$ cat config.mk
export PLATFORM = sky130hd
export DESIGN_NAME = ipi_dest_match
export DESIGN_NICKNAME = d
export VERILOG_FILES = /design/src/rtl/ipi_match_pkg.sv /design/src/rtl/ipi_cmd_decode.sv /design/src/rtl/ipi_phys_match.sv /design/src/rtl/ipi_logical_match.sv /design/src/rtl/ipi_dest_match.sv
export SDC_FILE = /design/constraint.sdc
export NUM_CORES = 1
export LEC_CHECK = 0
export BUFFER_PORTS_ARGS = -buffer_cell sky130_fd_sc_hd__buf_4
export CAP_MARGIN = 15
export CORE_ASPECT_RATIO = 0.8
export CORE_UTILIZATION = 32
export DETAILED_ROUTE_END_ITERATION = 7
export PLACE_DENSITY = 0.9
export SLEW_MARGIN = 20
export SYNTH_ARGS = -nofsm -noshare
export SYNTH_HDL_FRONTEND = slang
export SYNTH_HIERARCHICAL = 1
export SYNTH_SLANG_ARGS = --single-unit
$ cat constraint.sdc
create_clock -name clk -period 0.8 [get_ports clk]
set_input_delay 0.04 -clock clk [delete_from_list [all_inputs] [get_ports clk]]
set_output_delay 0.04 -clock clk [all_outputs]
set_load 0.03 [all_outputs]
$ cat src/rtl/ipi_match_pkg.sv
package ipi_match_pkg;

   typedef enum logic [1:0] {
      SH_NONE   = 2'd0,
      SH_SELF   = 2'd1,
      SH_ALL    = 2'd2,
      SH_OTHERS = 2'd3
   } ipi_sh_e;

   typedef struct packed {
      logic [7:0] vec;
      logic [2:0] dlv;
      logic       logical;
      logic       level;
      logic       trig;
      ipi_sh_e    sh;
   } ipi_fields_t;

   localparam int unsigned VEC_LSB   = 0;
   localparam int unsigned DLV_LSB   = 8;
   localparam int unsigned DMODE_BIT = 11;
   localparam int unsigned LEVEL_BIT = 14;
   localparam int unsigned TRIG_BIT  = 15;
   localparam int unsigned SH_LSB    = 18;

endpackage

$ cat src/rtl/ipi_cmd_decode.sv
module ipi_cmd_decode
   import ipi_match_pkg::*;
#(
   parameter int unsigned REG_W = 32
) (
   input  logic [2*REG_W-1:0] cmd,
   output ipi_fields_t        fields,
   output logic [REG_W-1:0]   dest_word
);

   initial begin
      if (REG_W < 20) $error("REG_W too small for the command layout");
   end

   assign fields.vec     = cmd[VEC_LSB +: 8];
   assign fields.dlv     = cmd[DLV_LSB +: 3];
   assign fields.logical = cmd[DMODE_BIT];
   assign fields.level   = cmd[LEVEL_BIT];
   assign fields.trig    = cmd[TRIG_BIT];
   assign fields.sh      = ipi_sh_e'(cmd[SH_LSB +: 2]);
   assign dest_word      = cmd[2*REG_W-1:REG_W];

   logic unused_dec;
   assign unused_dec = ^{cmd[13:12], cmd[17:16], cmd[REG_W-1:20]};

endmodule

$ cat src/rtl/ipi_phys_match.sv
module ipi_phys_match #(
   parameter int unsigned ID_W  = 8,
   parameter int unsigned REG_W = 32
) (
   input  logic             ext_mode,
   input  logic [REG_W-1:0] id_reg,
   input  logic [REG_W-1:0] dest_word,
   output logic             hit
);

   localparam logic [ID_W-1:0]  BCAST_ID = {ID_W{1'b1}};
   localparam logic [REG_W-1:0] BCAST_W  = {{(REG_W-ID_W){1'b0}}, BCAST_ID};

   logic [ID_W-1:0]  own_id;
   logic [ID_W-1:0]  dest_id;
   logic [REG_W-1:0] own_wide;

   assign own_id   = id_reg[REG_W-1 -: ID_W];
   assign dest_id  = dest_word[REG_W-1 -: ID_W];
   assign own_wide = {{(REG_W-ID_W){1'b0}}, own_id};

   always_comb begin
      if (ext_mode)
         hit = (dest_word == BCAST_W) || (dest_word == own_wide);
      else
         hit = (dest_id == BCAST_ID) || (dest_id == own_id);
   end

   logic unused_phys;
   assign unused_phys = ^id_reg[REG_W-ID_W-1:0];

endmodule

$ cat src/rtl/ipi_logical_match.sv
module ipi_logical_match #(
   parameter int unsigned ID_W  = 8,
   parameter int unsigned REG_W = 32
) (
   input  logic             ext_mode,
   input  logic [REG_W-1:0] ldr,
   input  logic [REG_W-1:0] dfr,
   input  logic [REG_W-1:0] dest_word,
   output logic             hit,
   output logic             fmt_bad
);

   localparam int unsigned HALF = ID_W / 2;
   localparam logic [REG_W-1:0] FMT_FLAT    = {REG_W{1'b1}};
   localparam logic [REG_W-1:0] FMT_CLUSTER = {4'h0, {(REG_W-4){1'b1}}};

   initial begin
      if (ID_W % 2 != 0) $error("ID_W must split into two equal halves");
   end

   logic [ID_W-1:0] lid;
   logic [ID_W-1:0] dbyte;
   logic            flat_hit;
   logic            clus_hit;

   assign lid      = ldr[REG_W-1 -: ID_W];
   assign dbyte    = dest_word[REG_W-1 -: ID_W];
   assign flat_hit = |(lid & dbyte);
   assign clus_hit = (lid[ID_W-1:HALF] == dbyte[ID_W-1:HALF]) &&
                     (|(lid[HALF-1:0] & dbyte[HALF-1:0]));

   always_comb begin
      hit     = 1'b0;
      fmt_bad = 1'b0;
      if (ext_mode)
         hit = |(ldr & dest_word);
      else if (dfr == FMT_FLAT)
         hit = flat_hit;
      else if (dfr == FMT_CLUSTER)
         hit = clus_hit;
      else
         fmt_bad = 1'b1;
   end

endmodule

$ cat src/rtl/ipi_dest_match.sv
module ipi_dest_match
   import ipi_match_pkg::*;
#(
   parameter int unsigned ID_W    = 8,
   parameter int unsigned REG_W   = 32,
   parameter bit          REG_OUT = 1'b1
) (
   input  logic             clk,
   input  logic             rst_n,
   input  logic [31:0]      id_reg,
   input  logic [31:0]      ldr,
   input  logic [31:0]      dfr,
   input  logic             ext_mode,
   input  logic             src_is_self,
   input  logic [63:0]      cmd,
   output logic             hit,
   output logic             fmt_err,
   output logic [7:0]       vector,
   output logic [2:0]       dlv_mode,
   output logic             logical_dst,
   output logic             level,
   output logic             trig,
   output logic [1:0]       shorthand
);

   localparam int unsigned OUT_W = 2 + $bits(ipi_fields_t);

   initial begin
      if (REG_W != 32) $error("port widths assume REG_W of 32");
      if (ID_W > REG_W) $error("ID_W must not exceed REG_W");
   end

   ipi_fields_t      f;
   logic [REG_W-1:0] dest_word;
   logic             phy_hit;
   logic             log_hit;
   logic             fmt_bad;
   logic             hit_c;
   logic             err_c;

   ipi_cmd_decode #(.REG_W(REG_W)) u_dec (
      .cmd       (cmd),
      .fields    (f),
      .dest_word (dest_word)
   );

   ipi_phys_match #(.ID_W(ID_W), .REG_W(REG_W)) u_phys (
      .ext_mode  (ext_mode),
      .id_reg    (id_reg),
      .dest_word (dest_word),
      .hit       (phy_hit)
   );

   ipi_logical_match #(.ID_W(ID_W), .REG_W(REG_W)) u_log (
      .ext_mode  (ext_mode),
      .ldr       (ldr),
      .dfr       (dfr),
      .dest_word (dest_word),
      .hit       (log_hit),
      .fmt_bad   (fmt_bad)
   );

   always_comb begin
      unique case (f.sh)
         SH_NONE:   hit_c = f.logical ? log_hit : phy_hit;
         SH_SELF:   hit_c = src_is_self;
         SH_ALL:    hit_c = 1'b1;
         default:   hit_c = !src_is_self;
      endcase
   end

   assign err_c = (f.sh == SH_NONE) && f.logical && fmt_bad;

   logic [OUT_W-1:0] out_c;
   logic [OUT_W-1:0] out_v;
   assign out_c = {hit_c, err_c, f};

   generate
      if (REG_OUT) begin : g_reg
         logic [OUT_W-1:0] out_q;
         always_ff @(posedge clk or negedge rst_n) begin
            if (!rst_n) out_q <= '0;
            else        out_q <= out_c;
         end
         assign out_v = out_q;


         out_follow_chk: assert property (@(posedge clk) disable iff (!rst_n)
            $past(rst_n) |-> (out_q == $past(out_c)));
      end else begin : g_comb
         assign out_v = out_c;
      end
   endgenerate

   ipi_fields_t f_o;
   assign f_o         = ipi_fields_t'(out_v[OUT_W-3:0]);
   assign hit         = out_v[OUT_W-1];
   assign fmt_err     = out_v[OUT_W-2];
   assign vector      = f_o.vec;
   assign dlv_mode    = f_o.dlv;
   assign logical_dst = f_o.logical;
   assign level       = f_o.level;
   assign trig        = f_o.trig;
   assign shorthand   = f_o.sh;


   self_only_chk: assert property (@(posedge clk) disable iff (!rst_n)
      (f.sh == SH_SELF) |-> (hit_c == src_is_self));

   all_incl_chk: assert property (@(posedge clk) disable iff (!rst_n)
      (f.sh == SH_ALL) |-> hit_c);

   all_excl_chk: assert property (@(posedge clk) disable iff (!rst_n)
      (f.sh == SH_OTHERS && src_is_self) |-> !hit_c);

   phys_bcast_chk: assert property (@(posedge clk) disable iff (!rst_n)
      (f.sh == SH_NONE && !f.logical && !ext_mode && cmd[63:56] == 8'hFF) |-> hit_c);

   bad_fmt_chk: assert property (@(posedge clk) disable iff (!rst_n)
      err_c |-> !hit_c);

endmodule

==> results.yml, run 1 <==
run_status:
  violations: "setup timing"
  outcome: "finished with violations"
route:
  antenna_left: 0
  initialDrtViolationCount: 97
  vias: 1667
  drc: 0
  viasPerCell: 4.82
  drt_pass1_iterations: 4
  wl_per_cell_um: 15.2
  wl_mm: 5.26
sta:
  timing.fmax_mhz: 734
  slew_viol_final: 0
  rsz0062_at_grt: "true"
  setup_violations: 18
  fin_crit_ns: 1.36
  finalHoldViolations: 0
  timing.final.crit_share_pct: 170
  worstMarginPinSlew_ns: 0.329
  slew_headroom_pct: 77.9
  setup_ws_ns: -0.562
worst_setup_path:
  cp-startpoint: "ldr[29]"
  startpoint_type: "primary input"
  worstSetupPathType: "primary input to register"
  arrival_ns: 1.52
  critPathRequiredTime_ns: 0.96
  crit_fanout: 1
  cp-end-kind: "register"
floorplan:
  initial_core_util_pct: 34.0
  ios: 182
  core_area_um2: 4260
  fp.dieW_um: 77.2
  die_h_um: 62.2
  rows: 21
  dieArea_um2: 4800
synth:
  syn-instance-count: 153
  syn_nets: 321
  synthTopCellsByArea: "dfrtp_1 31%, buf_4 25%, xor2_1 9.7%, nand4_1 7.3%, a22oi_1 7.3%"
  yosysUniqueCellTypes: 24
  yosys.area.top_type: "dfrtp_1"
  synth.cell_area_um2: 1450
  avgSynthCellArea_um2: 9.47
  synth_top_area_share_pct: 31.1
  yosys_warnings: 6
  ys_ff_latch: 18
  ys_seq_area_share_pct: 31.1
clock_tree:
  cts_tree: "done"
  htreeDepth: 1
  root_buffer: "clkbuf_8"
  cts_made_buffers: 3
  cts.path.max_buffers: 2
  cts_num_sinks: 18
  clk_pin_slew_ns: 0.07
placed_design:
  port_buffers: 141
  placed_area_um2: 2390
  place.gp.congestion: 0.863
  dp_hpwl_mm: 4.38
  dp_slack_ns: -0.908
global_routing:
  grt_pass1_wl_mm: 8.34
  antenna_found_initial: 0
  first_global_vias: 1805
  grt_max_degree: 19
  grt_overflow_total: 0
  track_usage_pct: 22.7
cells_and_area:
  finish.utilization_pct: 64.4
  largest-register: "g_reg.out_q"
  multi_input_area_um2: 703
  areaGrowthSynthToFinish_pct: 89.2
  final_nets: 458
  regArea_um2: 450
  layout-drive-gt1-share_pct: 61.9
  fill_cells: 348
  n_antenna_cell: 0
  top_regs: "g_reg.out_q: 18 flops"
  postLayoutCellArea_um2: 2740
  largest_reg_flops: 18
power_and_ir_drop:
  ir_drop_mv: 0.539
  total_power_w: 0.00289
  power_leakage_nw: 1.33
  powerDensity_nw_per_um2: 1050
min_path:
  hp-class: "primary input to register"
  hold_depth: 3
  worstHoldStart: "cmd[11]"
flow_run:
  maxCapViolations: 0
metal layers:
metal | wire length (um) | GRT usage (%)
met2 | 2860 | 44.6
met5 | 0 | 0
met3 | 492 | 4.71
met1 | 1830 | 24.3
met4 | 74 | 5.42
power breakdown:
part	total (W)	switching (W)	internal [W]
Combinational	0.00117	0.000456	0.000711
Clock	0.000738	0.000301	0.000437
Sequential	0.000981	0.0000233	0.000957
worst paths after layout:
path | slack, ns | to
max | -0.56 | g_reg.out_q[17]
min | 0.06 | g_reg.out_q[16]
max in group asynchronous | 0.43 | g_reg.out_q[3]
min in group asynchronous | 0.18 | g_reg.out_q[5]
synthesized netlist by cell type:
cell type / instances
a22oi_1: 14
nor2_1: 4
a211oi_1: 1
a21oi_1: 2
nor3_1: 3
nor4_1: 9
nor2b_1: 1
and3_1: 1
dfrtp_1: 18
nor4b_1: 1
nand4_1: 17
buf_4: 48
or4_4: 2
nand3_1: 2
ha_1: 4
a31oi_1: 1
o21ai_1: 1
nand2_1: 3
xor2_1: 16
o32ai_1: 1
o211ai_1: 1
nor4_4: 1
o41ai_1: 1
a2111oi_1: 1
critical path, stage by stage:
cell       delay [ns]
buf_4            0.11
ha_1             0.28
or4_4            0.52
o21ai_1          0.12
nand4_1          0.10
nand2_1          0.10
a2111oi_2        0.06
a211oi_1         0.18
repair_timing:
item                                    CTS  global route
gates resized for setup                  23             4
pin swaps                                 2             0
hold buffers                             17             0
endpoints found under the hold margin    36             0
endpoints found under the setup margin   20            20
buffers inserted                          0             0
area by class of cell:
cell class                 count  share of cell area [%]
clock buffer                   4                    2.01
multi-input combinational     87                    25.7
timing repair buffer         180                    53.3
sequential                    18                    16.4
tap                           57                    2.60
cell families (layout without fill, tap and decap cells):
family                   after synthesis  in the layout  share of synthesized area (%)
AO/OA/AOI/OAI                         23             23                           11.7
adder cells (fa/ha/maj)                4              4                           3.45
AND/OR/NAND/NOR                       44             44                           19.3
buffers and inverters                 48            184                           24.9
flip-flops                            18             18                           31.1
XOR/XNOR                              16             16                           9.67
stage by stage:
| step | std cells | hold WS [ns] | setup TNS, ns |
|---|---|---|---|
| 2_1_floorplan | 153 | -0.256 | -0.830 |
| 3_3_place_gp | 325 | -0.0884 | -1.08 |
| 3_5_place_dp | 325 | -0.0808 | -1.18 |
| 4_1_cts | 346 | 0.0640 | -0.842 |
| 5_1_grt | 346 | 0.0664 | -1.33 |
| 6_report | 346 | 0.0639 | -0.716 |
cells in the final DEF, fill, tap and decap left out, drive strengths merged, types with 3 or more instances in the layout:
| cell type | instances |
|---|---|
| clkbuf | 4 |
| dlygate4sd3 | 17 |
| buf | 163 |
| nor2 | 4 |
| a22oi | 14 |
| nand4 | 17 |
| dfrtp | 18 |
| ha | 4 |
| xor2 | 16 |
| nor3 | 3 |
| nor4 | 10 |
| nand2 | 3 |
Note: power is estimated with default switching activity, not from simulation.
==> run 2, diff against run 1 <==
Settings changed: ABC_AREA from default to 1, CORE_UTILIZATION 32 to 35, PLACE_DENSITY 0.9 to 0.91.
==> run 2 against run 1 <==
Die area increased by 8.2%. Area after synthesis increased by 19%. Synthesized cell count increased by 80%. The run still ends with setup timing left.
==> results.yml, run 2 <==
synth:
  synth_top_flop_cell: "dfrtp_1"
  yosysMostFrequentCell: "nand2_1"
  yosys.area.top_type: "dfrtp_1"
  synthAdderAreaFrac_pct: 2.91
  synth_xor_area_share_pct: 4.08
  ys_ff_latch: 18
  synth_top_area_share_pct: 26.2
  syn-instance-count: 276
  synth-simple-area-share_pct: 41.2
  synthTopCellsByArea: "dfrtp_1 26%, nand2_1 26%, buf_4 21%, nor2_1 8.7%, inv_1 4.4%"
  ys_seq_area_share_pct: 26.2
  synth_compound_area_share_pct: 0.291
  synth_commonest_cells: "118 x nand2_1, 48 x buf_4, 40 x nor2_1"
  synthMuxAreaShare_pct: 0
  synth_edf_count: 0
  synth_top_family_by_area: "simple AND/OR/NAND/NOR gates"
  yosys_warnings: 6
  syn_nets: 444
  synth.cell_area_um2: 1720
  avgSynthCellArea_um2: 6.23
  yosysUniqueCellTypes: 17
  async_flop_share_pct: 100
cells_and_area:
  mostFrequentLayoutCell: "buf_4"
  final_nets: 570
  n_antenna_cell: 0
  largest-register: "g_reg.out_q"
  layout_common_cells: "127 x buf_4, 113 x nand2_1, 34 x nor2_1, 23 x buf_6, 19 x inv_1"
  top_regs: "g_reg.out_q: 18 flops"
  areaGrowthSynthToFinish_pct: 75.2
  largest_reg_flops: 18
  fill_cells: 378
  layout-drive-gt1-share_pct: 44.9
clock_tree:
  cts_made_buffers: 3
  htreeDepth: 1
  cts.path.max_buffers: 2
  clk_pin_slew_ns: 0.06
  root_buffer: "clkbuf_8"
  cts_tree: "done"
  cts_num_sinks: 18
worst_setup_path:
  crit_fanout: 3
  worstSetupPathType: "primary input to register"
  arrival_ns: 1.03
  startpoint_type: "primary input"
  critPathRequiredTime_ns: 0.95
  cp-end-kind: "register"
sta:
  worstMarginPinSlew_ns: 0.232
  setup_violations: 18
  finalHoldViolations: 0
  fin_tns_setup_ns: -0.345
  slew_viol_final: 0
  rsz0062_at_grt: "true"
  slew_headroom_pct: 84.5
  timing.final.crit_share_pct: 110
  timing.fmax_mhz: 1140
  fin_crit_ns: 0.879
  setup_ws_ns: -0.0793
route:
  wl_mm: 5.45
  antenna_left: 0
  initialDrtViolationCount: 101
  drc: 0
  viasPerCell: 4.37
  vias: 2016
  wl_per_cell_um: 11.8
  drt_pass1_iterations: 4
global_routing:
  grt_max_degree: 19
  antenna_found_initial: 0
  first_global_vias: 2040
  grt_pass1_wl_mm: 8.42
  track_usage_pct: 21.1
  grt_overflow_total: 0
min_path:
  hold_depth: 4
  hp-class: "primary input to register"
  holdPathEnd: "g_reg.out_q[17]"
  worstHoldStart: "cmd[18]"
placed_design:
  port_buffers: 141
  dp_hpwl_mm: 4.41
  place.gp.congestion: 0.821
  dp_slack_ns: -0.370
floorplan:
  fp.dieW_um: 80.4
  die_h_um: 64.7
  dieArea_um2: 5200
  core_area_um2: 4650
  ios: 182
  rows: 22
  initial_core_util_pct: 37.0
run_status:
  outcome: "finished with violations"
  violations: "setup timing"
power_and_ir_drop:
  powerDensity_nw_per_um2: 986
  ir_drop_mv: 0.798
  power_leakage_nw: 1.62
flow_run:
  maxCapViolations: 0
[run 2: area by class of cell]
| cell class | instances | area [um2] | share of cell area (%) |
|---|---|---|---|
| timing repair buffer | 169 | 1410 | 46.9 |
| multi-input combinational | 190 | 943 | 31.3 |
| sequential | 18 | 450 | 15.0 |
| inverter | 20 | 75.1 | 2.49 |
| tap | 60 | 75.1 | 2.49 |
| clock buffer | 4 | 55.1 | 1.83 |
[run 2: per-layer routing]
metal,vias to the layer above,part of all wire [%],track usage [%]
met3,12,6.6,3.24
met4,0,2.3,9.60
li1,1038,-,-
met1,886,36,21.2
met2,80,55,41.9
met5,-,0,0
[run 2: worst max path at each step]
| stage | from | end | cells past startpoint |
|---|---|---|---|
| after floorplan | cmd[62] | g_reg.out_q[17] | 10 |
| after global placement | cmd[62] | g_reg.out_q[17] | 10 |
| after detailed placement | cmd[62] | g_reg.out_q[17] | 10 |
| after CTS | cmd[61] | g_reg.out_q[17] | 10 |
| after global routing | cmd[37] | g_reg.out_q[17] | 13 |
| final | cmd[62] | g_reg.out_q[17] | 10 |
[run 2: kinds of logic (layout without fill, tap and decap cells)]
logic type / count (synthesis) / after routing
compound gates: 1 / 1
xor+xnor: 8 / 8
fa+ha+maj: 4 / 4
buf+inv: 68 / 193
flops: 18 / 18
simple gates: 177 / 177
[run 2: metrics by stage]
step / instances / hold WS, ns / power [W] / utilization [%] / cell area, um2
5_1_grt: 461 / 0.0941 / 0.00315 / 64.7 / 3010
3_5_place_dp: 439 / -0.0845 / 0.00207 / 56.0 / 2610
4_1_cts: 461 / 0.0783 / 0.00296 / 63.8 / 2970
3_3_place_gp: 439 / -0.0891 / 0.00203 / 56.0 / 2610
6_report: 461 / 0.0905 / 0.00297 / 64.7 / 3010
2_1_floorplan: 276 / -0.256 / 0.00156 / - / 1770
[run 2: worst max-delay path: stages]
cell     delay (ns)
buf_8          0.10
ha_4           0.15
nor4_4         0.26
nand2_1        0.09
nand2_2        0.07
nand3_2        0.07
nand2_2        0.07
nand3_2        0.07
nand2_1        0.07
inv_1          0.04
[run 2: where the power goes]
part | internal (W) | switching [W] | leakage [nW]
registers | 0.000957 | 0.0000267 | 0.211
logic | 0.000741 | 0.000504 | 1.38
clock network | 0.000437 | 0.000304 | 0.0288
total | 0.00214 | 0.000835 | 1.62
[run 2: repair_timing]
| item | CTS | global route |
|---|---|---|
| hold buffers | 17 | 0 |
| pin swaps | 15 | 24 |
| resized for setup | 30 | 15 |
| hold endpoints to repair | 34 | 0 |
| setup endpoints to repair | 20 | 20 |
| buffers inserted | 1 | 0 |
